**src/rtl/flash_cmd_pkg.sv**
```systemverilog
package flash_cmd_pkg;
  localparam int ADDR_W = 17;
  localparam int DATA_W = 8;
  localparam int SSEL_W = 3;

  typedef enum logic [3:0] {
    S_READ, S_U1, S_U2, S_PROG, S_ES, S_EU1, S_EU2, S_ID, S_BUSY
  } mode_e;

  localparam logic [ADDR_W-1:0] UL_ADDR1 = 17'h05555;
  localparam logic [ADDR_W-1:0] UL_ADDR2 = 17'h02AAA;
  localparam logic [DATA_W-1:0] UL_CODE1 = 8'hAA;
  localparam logic [DATA_W-1:0] UL_CODE2 = 8'h55;
  localparam logic [DATA_W-1:0] CMD_PROG = 8'hA0;
  localparam logic [DATA_W-1:0] CMD_ERS  = 8'h80;
  localparam logic [DATA_W-1:0] CMD_ID   = 8'h90;
  localparam logic [DATA_W-1:0] CMD_SECT = 8'h30;
  localparam logic [DATA_W-1:0] ID_MFR   = 8'h01;
  localparam logic [DATA_W-1:0] ID_DEV   = 8'h20;
endpackage

```
**src/rtl/flash_cmd_fsm.sv**
```systemverilog
module flash_cmd_fsm
  import flash_cmd_pkg::*;
#(
  parameter int SECT_AW  = 5,
  parameter int BUSY_CYC = 64,
  localparam int IDX_W   = SSEL_W + SECT_AW,
  localparam int CNT_W   = $clog2(BUSY_CYC + 1)
) (
  input  logic              clk_i,
  input  logic              rst_ni,
  input  logic              wr_fall_i,
  input  logic              wr_rise_i,
  input  logic              rd_start_i,
  input  logic [ADDR_W-1:0] addr_i,
  input  logic [DATA_W-1:0] data_i,
  input  logic [7:0]        chk_byte_i,
  output logic [IDX_W-1:0]  chk_idx_o,
  output mode_e             mode_o,
  output logic              busy_o,
  output logic              done_o,
  output logic              op_erase_o,
  output logic [IDX_W-1:0]  prog_idx_o,
  output logic [7:0]        prog_data_o,
  output logic [2:0]        sect_o,
  output logic              fail_o,
  output logic              tgl_o
);
  localparam logic [CNT_W-1:0] CNT_LOAD = CNT_W'(BUSY_CYC - 1);

  mode_e             mode_q;
  logic [ADDR_W-1:0] addr_q;
  logic [CNT_W-1:0]  cnt_q;
  logic [IDX_W-1:0]  pa_q;
  logic [7:0]        pd_q;
  logic [2:0]        sect_q;
  logic              erase_q, fail_q, tgl_q;
  logic              is_ul1, is_ul2, at_a1;

  assign at_a1  = addr_q == UL_ADDR1;
  assign is_ul1 = at_a1 && data_i == UL_CODE1;
  assign is_ul2 = addr_q == UL_ADDR2 && data_i == UL_CODE2;

  always_ff @(posedge clk_i or negedge rst_ni) begin
    if (!rst_ni) begin
      mode_q  <= S_READ;
      addr_q  <= '0;
      cnt_q   <= '0;
      pa_q    <= '0;
      pd_q    <= '0;
      sect_q  <= '0;
      erase_q <= 1'b0;
      fail_q  <= 1'b0;
      tgl_q   <= 1'b0;
    end else begin
      if (wr_fall_i) addr_q <= addr_i;
      if (mode_q == S_BUSY) begin
        if (rd_start_i) tgl_q <= ~tgl_q;
        if (cnt_q == '0) mode_q <= S_READ;
        else             cnt_q  <= cnt_q - 1'b1;
      end else if (wr_rise_i) begin
        case (mode_q)
          S_READ, S_ID: mode_q <= is_ul1 ? S_U1 : S_READ;
          S_U1:         mode_q <= is_ul2 ? S_U2 : S_READ;
          S_U2: begin
            if (at_a1 && data_i == CMD_PROG)     mode_q <= S_PROG;
            else if (at_a1 && data_i == CMD_ERS) mode_q <= S_ES;
            else if (at_a1 && data_i == CMD_ID)  mode_q <= S_ID;
            else                                 mode_q <= S_READ;
          end
          S_PROG: begin
            pa_q    <= chk_idx_o;
            pd_q    <= data_i;
            erase_q <= 1'b0;
            fail_q  <= |(data_i & ~chk_byte_i);  // attempt to raise a cleared bit
            cnt_q   <= CNT_LOAD;
            tgl_q   <= 1'b0;
            mode_q  <= S_BUSY;
          end
          S_ES:  mode_q <= is_ul1 ? S_EU1 : S_READ;
          S_EU1: mode_q <= is_ul2 ? S_EU2 : S_READ;
          S_EU2: begin
            if (data_i == CMD_SECT) begin
              sect_q  <= addr_q[16:14];
              erase_q <= 1'b1;
              fail_q  <= 1'b0;
              cnt_q   <= CNT_LOAD;
              tgl_q   <= 1'b0;
              mode_q  <= S_BUSY;
            end else begin
              mode_q <= S_READ;
            end
          end
          default: mode_q <= S_READ;
        endcase
      end
    end
  end

  assign chk_idx_o   = {addr_q[16:14], addr_q[SECT_AW-1:0]};
  assign mode_o      = mode_q;
  assign busy_o      = mode_q == S_BUSY;
  assign done_o      = busy_o && cnt_q == '0;
  assign op_erase_o  = erase_q;
  assign prog_idx_o  = pa_q;
  assign prog_data_o = pd_q;
  assign sect_o      = sect_q;
  assign fail_o      = fail_q;
  assign tgl_o       = tgl_q;
endmodule

```
**config.mk**
```make
export PLATFORM = sky130hd
export DESIGN_NAME = flash_cmd_fsm
export DESIGN_NICKNAME = d
export VERILOG_FILES = /design/src/rtl/flash_cmd_pkg.sv /design/src/rtl/flash_cmd_fsm.sv
export SDC_FILE = /design/constraint.sdc
export NUM_CORES = 1
export LEC_CHECK = 0
export CAP_MARGIN = 25
export CORE_MARGIN = 4
export CORE_UTILIZATION = 45
export CTS_CLUSTER_DIAMETER = 40
export CTS_CLUSTER_SIZE = 20
export DETAILED_ROUTE_END_ITERATION = 7
export HOLD_SLACK_MARGIN = 0.02
export PLACE_DENSITY = 0.77
export SLEW_MARGIN = 15
export SYNTH_ARGS = -nofsm -noshare
export SYNTH_HDL_FRONTEND = slang
export SYNTH_SLANG_ARGS = --single-unit
```
**constraint.sdc**
```tcl
create_clock -name clk_i -period 2.8 [get_ports clk_i]
set_clock_uncertainty 0.2 [all_clocks]
set_input_delay 0.84 -clock clk_i [delete_from_list [all_inputs] [get_ports clk_i]]
set_output_delay 0.84 -clock clk_i [all_outputs]
set_load 0.05 [all_outputs]
```
* Word level (Yosys, flattened, before mapping) *
Index checks and enable logic that the tools add are counted.
Widths: inputs -> output; s select.

cells by class
  add/sub/neg operators = 1
  $mul = 0
  divide/modulo/power cells = 0
  magnitude comparators = 0
  equality and inequality tests = 21
  shifts and indexed selects = 0
  multiplexer cells = 25
  bitwise operators = 4
  reductions and logical operators = 19

operators with widths
  kind                  number
  $eq 8x8->1 const B    4
  $mux 7                4
  $pmux 4 s7            1
  $eq 17x14->1 const B  1
  $eq 17x15->1 const B  1
  $eq 4x3->1 const B    4
  $mux 4                4
  $reduce_and 4->1      4
  $mux 3                5
  $pmux 7 s2            1
  $and 8x8->8           1
  $eq 4x2->1 const B    2
  $eq 8x6->1 const B    1
  $eq 8x7->1 const B    1
  $not 8->8             1
  $reduce_or 8->1       1
  $logic_not 7->1       1
  $sub 7x1->7 const B   1
  $logic_and 1x1->1     6
  $mux 1                6
  $ne 2x2->1 const B    3
  $pmux 1 s2            3
  $eq 4x1->1 const B    1
  $eq 4x4->1 const B    1
  other kinds (10)      12

word-level totals
  flip-flop bits (word level) = 50
  bits in latches = 0
  memory bits (writable) = 0
  ROM bits = 0
  input bits = 38
  output and inout port bits = 36
  logic and storage cells = 79
  memories = 0

* Depth between registers and ports, before layout *
  depth in word-level cells = 8
  mapped depth = 8
  gate-level depth less buffers = 7

* Worst setup path before layout *
No wires, ideal clock.

  path kind = reg-to-output
  from = register mode_q[0] (netlist: mode_o[0])
  to = output done_o
  arrival = 2049 ps
  data required time = 1760 ps
  path slack = -289 ps
  stages on the path, launching flop included = 7
  buffers on the path = 1
  cells stage by stage = dfrtp_1 -> clkbuf_2 -> nor2_1 -> nand3_1 -> clkinv_1 -> nand3_1 -> inv_1

on the way
  word-level cells in the longest chain between the ends = 2

ends and longest elaborated chain
  item                    RTL line              source
  from (decl)             flash_cmd_fsm.sv:30   mode_e mode_q;
  from (signal assigned)  flash_cmd_fsm.sv:62   S_READ, S_ID: mode_q <= is_ul1 ? S_U1 : S_READ;
  from (signal assigned)  flash_cmd_fsm.sv:63   S_U1: mode_q <= is_ul2 ? S_U2 : S_READ;
  from (signal assigned)  flash_cmd_fsm.sv:79   S_ES: mode_q <= is_ul1 ? S_EU1 : S_READ;
  $eq 4x4->1              flash_cmd_fsm.sv:101  assign busy_o = mode_q == S_BUSY;
  named net busy_o        flash_cmd_fsm.sv:19   output logic busy_o,
  $logic_and 1x1->1       flash_cmd_fsm.sv:102  assign done_o = busy_o && cnt_q == '0;
  to (decl)               flash_cmd_fsm.sv:20   output logic done_o,

The timed path passes the listed nets, and every way through them passes these cells.

* Final worst setup path *
  from = register mode_q[1] (netlist: mode_o[1])
  to = output done_o

on the way
  word-level cells in the longest chain between the ends = 2

ends and longest elaborated chain
  item               RTL line
  $eq 4x4->1         flash_cmd_fsm.sv:101
  $logic_and 1x1->1  flash_cmd_fsm.sv:102

Every way passes these cells.

==> out/qor.csv <==
metric,value,unit
first-pass GRT wire length,9430,um
setup_tns,0,ps
max incr delay on CP,470,ps
main combinational cell family by area after synthesis,simple AND/OR/NAND/NOR gates,
vias in the first global route,1962,
r2r worst-path depth,7,
share of layout cells above drive strength 1,25.3,%
min-delay src,prog_data_o[5],
dpl hpwl,4570,um
Post-Layout Cell Count,367,
Post-synth top flop,dfrtp_1,
dpl ws,-183,ps
Post-Synth Adder-Cell Area,1.05,%
Synth Area in XOR/XNOR,0.734,%
WP data arrival,1660,ps
Avg Vias per Cell,5.23,
DRT Pass-1 Iters,4,
"most used cell, CP",nand3_1,
DRC viols,0,
Clk pwr share,30.8,%
min Tclk post-route,2700,ps
Max Root-Sink Buffers,2,
top-count cell post-synth,dfrtp_1,
largest cells by area after synthesis,"dfrtp_1, mux2_2, nand2_1, buf_4, o21ai_0",
Worst EP required,1760,ps
hold worst-path end,prog_data_o[5],
status,"finished, final reports clean",
final net count,336,
worst hold stages,2,
Cells after Synth,208,
Critical path buffers and inverters,3,
multiplexer area fraction after synthesis,13.6,%
I/O Pins,74,
Critical R2R Launch,mode_o[1],
Yosys top cell by area,dfrtp_1,
Die ar.,6530,um^2
Synth cell types,46,
"Reg clk slew, reported paths",90,ps
Hold Path Class,flip-flop to flip-flop,
Final Setup Violations,0,
Pleak,1.46,nW
Max Clk Rate,371,MHz
Comb pwr share,15.2,%
Crit Reg-Reg Endpoint,cnt_q[6],
Least-Margin Pin Slew,532,ps
Synth Area in Simple Gates,18.4,%
"CP delay by family, top",simple AND/OR/NAND/NOR gates,
flop-to-flop setup slack,790,ps
Num CTS Buffers,5,
synthesized cell area,2390,um^2
core area,5140,um^2
CTS Hold Bufs,0,
Final ANT Viol Nets,0,
Fin. Hold Viols,0,
DR iter-0 viols,134,
Starting Density,46.4,%
pwr/cell area,417,nW/um^2
Net Sw Power,0.000371,W
Horiz. Die Dim,80.8,um
layout overhead on the synthesized area,43.8,%
"Critical Path, Cell by Cell",nor2_1 > nand3_1 > clkinv_2 > nand3_1 > clkinvlp_4 > buf_12,
Skew-Pair Late Insertion Delay,300,ps
Internal Pwr Total,0.00106,W
CP startpoint kind,flip-flop,
Max transition margin,64.5,%
crit end category,primary output,
Max Cap Violations,0,
Diodes inserted,0,
syn_nets,248,
"Seq/Total Area, Yosys",52.4,%
Cell Rows,26,
largest net degree at the start of global routing,30,
"flops & latches, synth",50,
via count,1919,
Post-synth ARST share,100,%
post-synthesis compound-gate area fraction,8.02,%
port bufs,73,
worst setup margin,105,ps
Avg WL per Cell,15.8,um
CTS tree,built,
Final Total Pwr,0.00143,W
GRT Residual Overflow,0,
Syn. warnings,0,
routability congestion estimate from global placement,0.801,
Reg power frac,54.0,%
"EDFF count, synth",0,
critical path's slowest cell,dfrtp_2,
Final Cycle Share,96.3,%
Yosys top cell area share,52.4,%
Placed Cells,358,
Crit Path Category,flip-flop to primary output,
CP Max Fanout,9,
Root Buffer,clkbuf_8,
switch share,26.0,%
H-tree level count,2,
Total Routing Usage GR,19.1,%
Max VDD drop,0.308,mV
final wirelength,5800,um
fin. max-slew vios,0,
clock sinks,50,
Mapped Avg Cell Area,11.5,um^2
most frequent cells after synthesis,"dfrtp_1, mux2_2, nand2_1, inv_1, o21ai_0",
die span in y,80.8,um
initial antenna violation count,0,
[placed cells by master, fill, tap and decap left out, types with 2 or more instances in the layout]
master           Yosys  final
buf_12               0      4
buf_4                8     19
clkbuf_8             0      6
clkdlybuf4s50_1      0     70
clkinv_2             0      2
clkinvlp_4           0      2
dfrtp_1             50     47
dfrtp_2              0      3
ha_1                 2      2
inv_1               14     13
mux2_2              28     28
nand2_1             19     19
nand3_1              5      5
nand3b_1             3      3
nand4_1              4      4
nand4b_1             2      2
nor2_1               8      8
nor3_1               3      3
nor3b_1              3      2
nor4_1               4      4
o21ai_0             11     11
o22ai_1              5      5
o2bb2ai_1            2      2
or3_1                2      2
or4bb_1              4      4
xor2_1               2      2
[metal layers]
layer | up-vias | GRT usage (%) | share of wire (%) | wire, um
li1 | 923 | - | - | -
met1 | 922 | 24.2 | 43 | 2470
met2 | 66 | 32.3 | 50 | 2900
met3 | 8 | 4.32 | 6.1 | 355
met4 | 0 | 6.08 | 1.3 | 76
met5 | - | 0 | 0 | 0
[timing repair]
item,4_1_cts,5_1_grt
setup buffers,0,1
cloned,0,0
gates resized for setup,1,0
setup endpoints to repair,1,1
[flip-flops by register name (all words and copies together), names as in the netlist]
register,flops
sect_o,3
tgl_o,1
addr_q,17
cnt_q,7
fail_o,1
mode_o,4
op_erase_o,1
prog_data_o,8
prog_idx_o,8
[how the worst max path moves through the flow]
stage | end | depth (start not counted) | slack, ps | startpoint
after global placement | tgl_o | 6 | -150 | data_i[1]
after CTS | done_o | 6 | 70 | cnt_q[0]
after detailed placement | tgl_o | 6 | -180 | data_i[0]
after global routing | done_o | 6 | -4 | cnt_q[0]
after floorplan | done_o | 6 | 30 | mode_o[0]
final | done_o | 6 | 100 | mode_o[1]
[power by group through the flow]
stage | sequential, W | clock, W | combinational (W)
after CTS | 0.000774 | 0.000455 | 0.000220
after global routing | 0.000778 | 0.000482 | 0.000232
final | 0.000773 | 0.000440 | 0.000218
after floorplan | 0.000781 | 0 | 0.000113
after detailed placement | 0.000788 | 0 | 0.000219
after global placement | 0.000788 | 0 | 0.000216
[through the flow]
stage | instance area, um^2 | hold WS (ps) | utilization (%)
2_1_floorplan | 2400 | 287 | -
3_3_place_gp | 3320 | 264 | 64.7
3_5_place_dp | 3320 | 271 | 64.7
4_1_cts | 3420 | 291 | 66.6
5_1_grt | 3430 | 334 | 66.8
6_report | 3430 | 285 | 66.8
[area by class of cell]
class | count | area [um^2]
Clock inverter | 2 | 12.5
Multi-Input combinational cell | 130 | 1000
Inverter | 15 | 61.3
Timing Repair Buffer | 94 | 928
Tap cell | 70 | 87.6
Clock buffer | 6 | 82.6
Fill cell | 440 | 1710
Sequential cell | 50 | 1250
[kinds of logic (layout without fill, tap and decap cells)]
group | count (synthesis) | count (layout)
buf+inv | 28 | 117
xor+xnor | 2 | 2
compound gates | 28 | 28
flops | 50 | 50
fa+ha+maj | 2 | 2
mux | 29 | 29
simple gates | 69 | 69
[tightest hold or removal path, cell delays in order (launching register included)]
cell,delay (ps)
dfrtp_1,350
nand2_1,40
o21ai_0,60
Note: power is estimated with default switching activity, not from simulation.
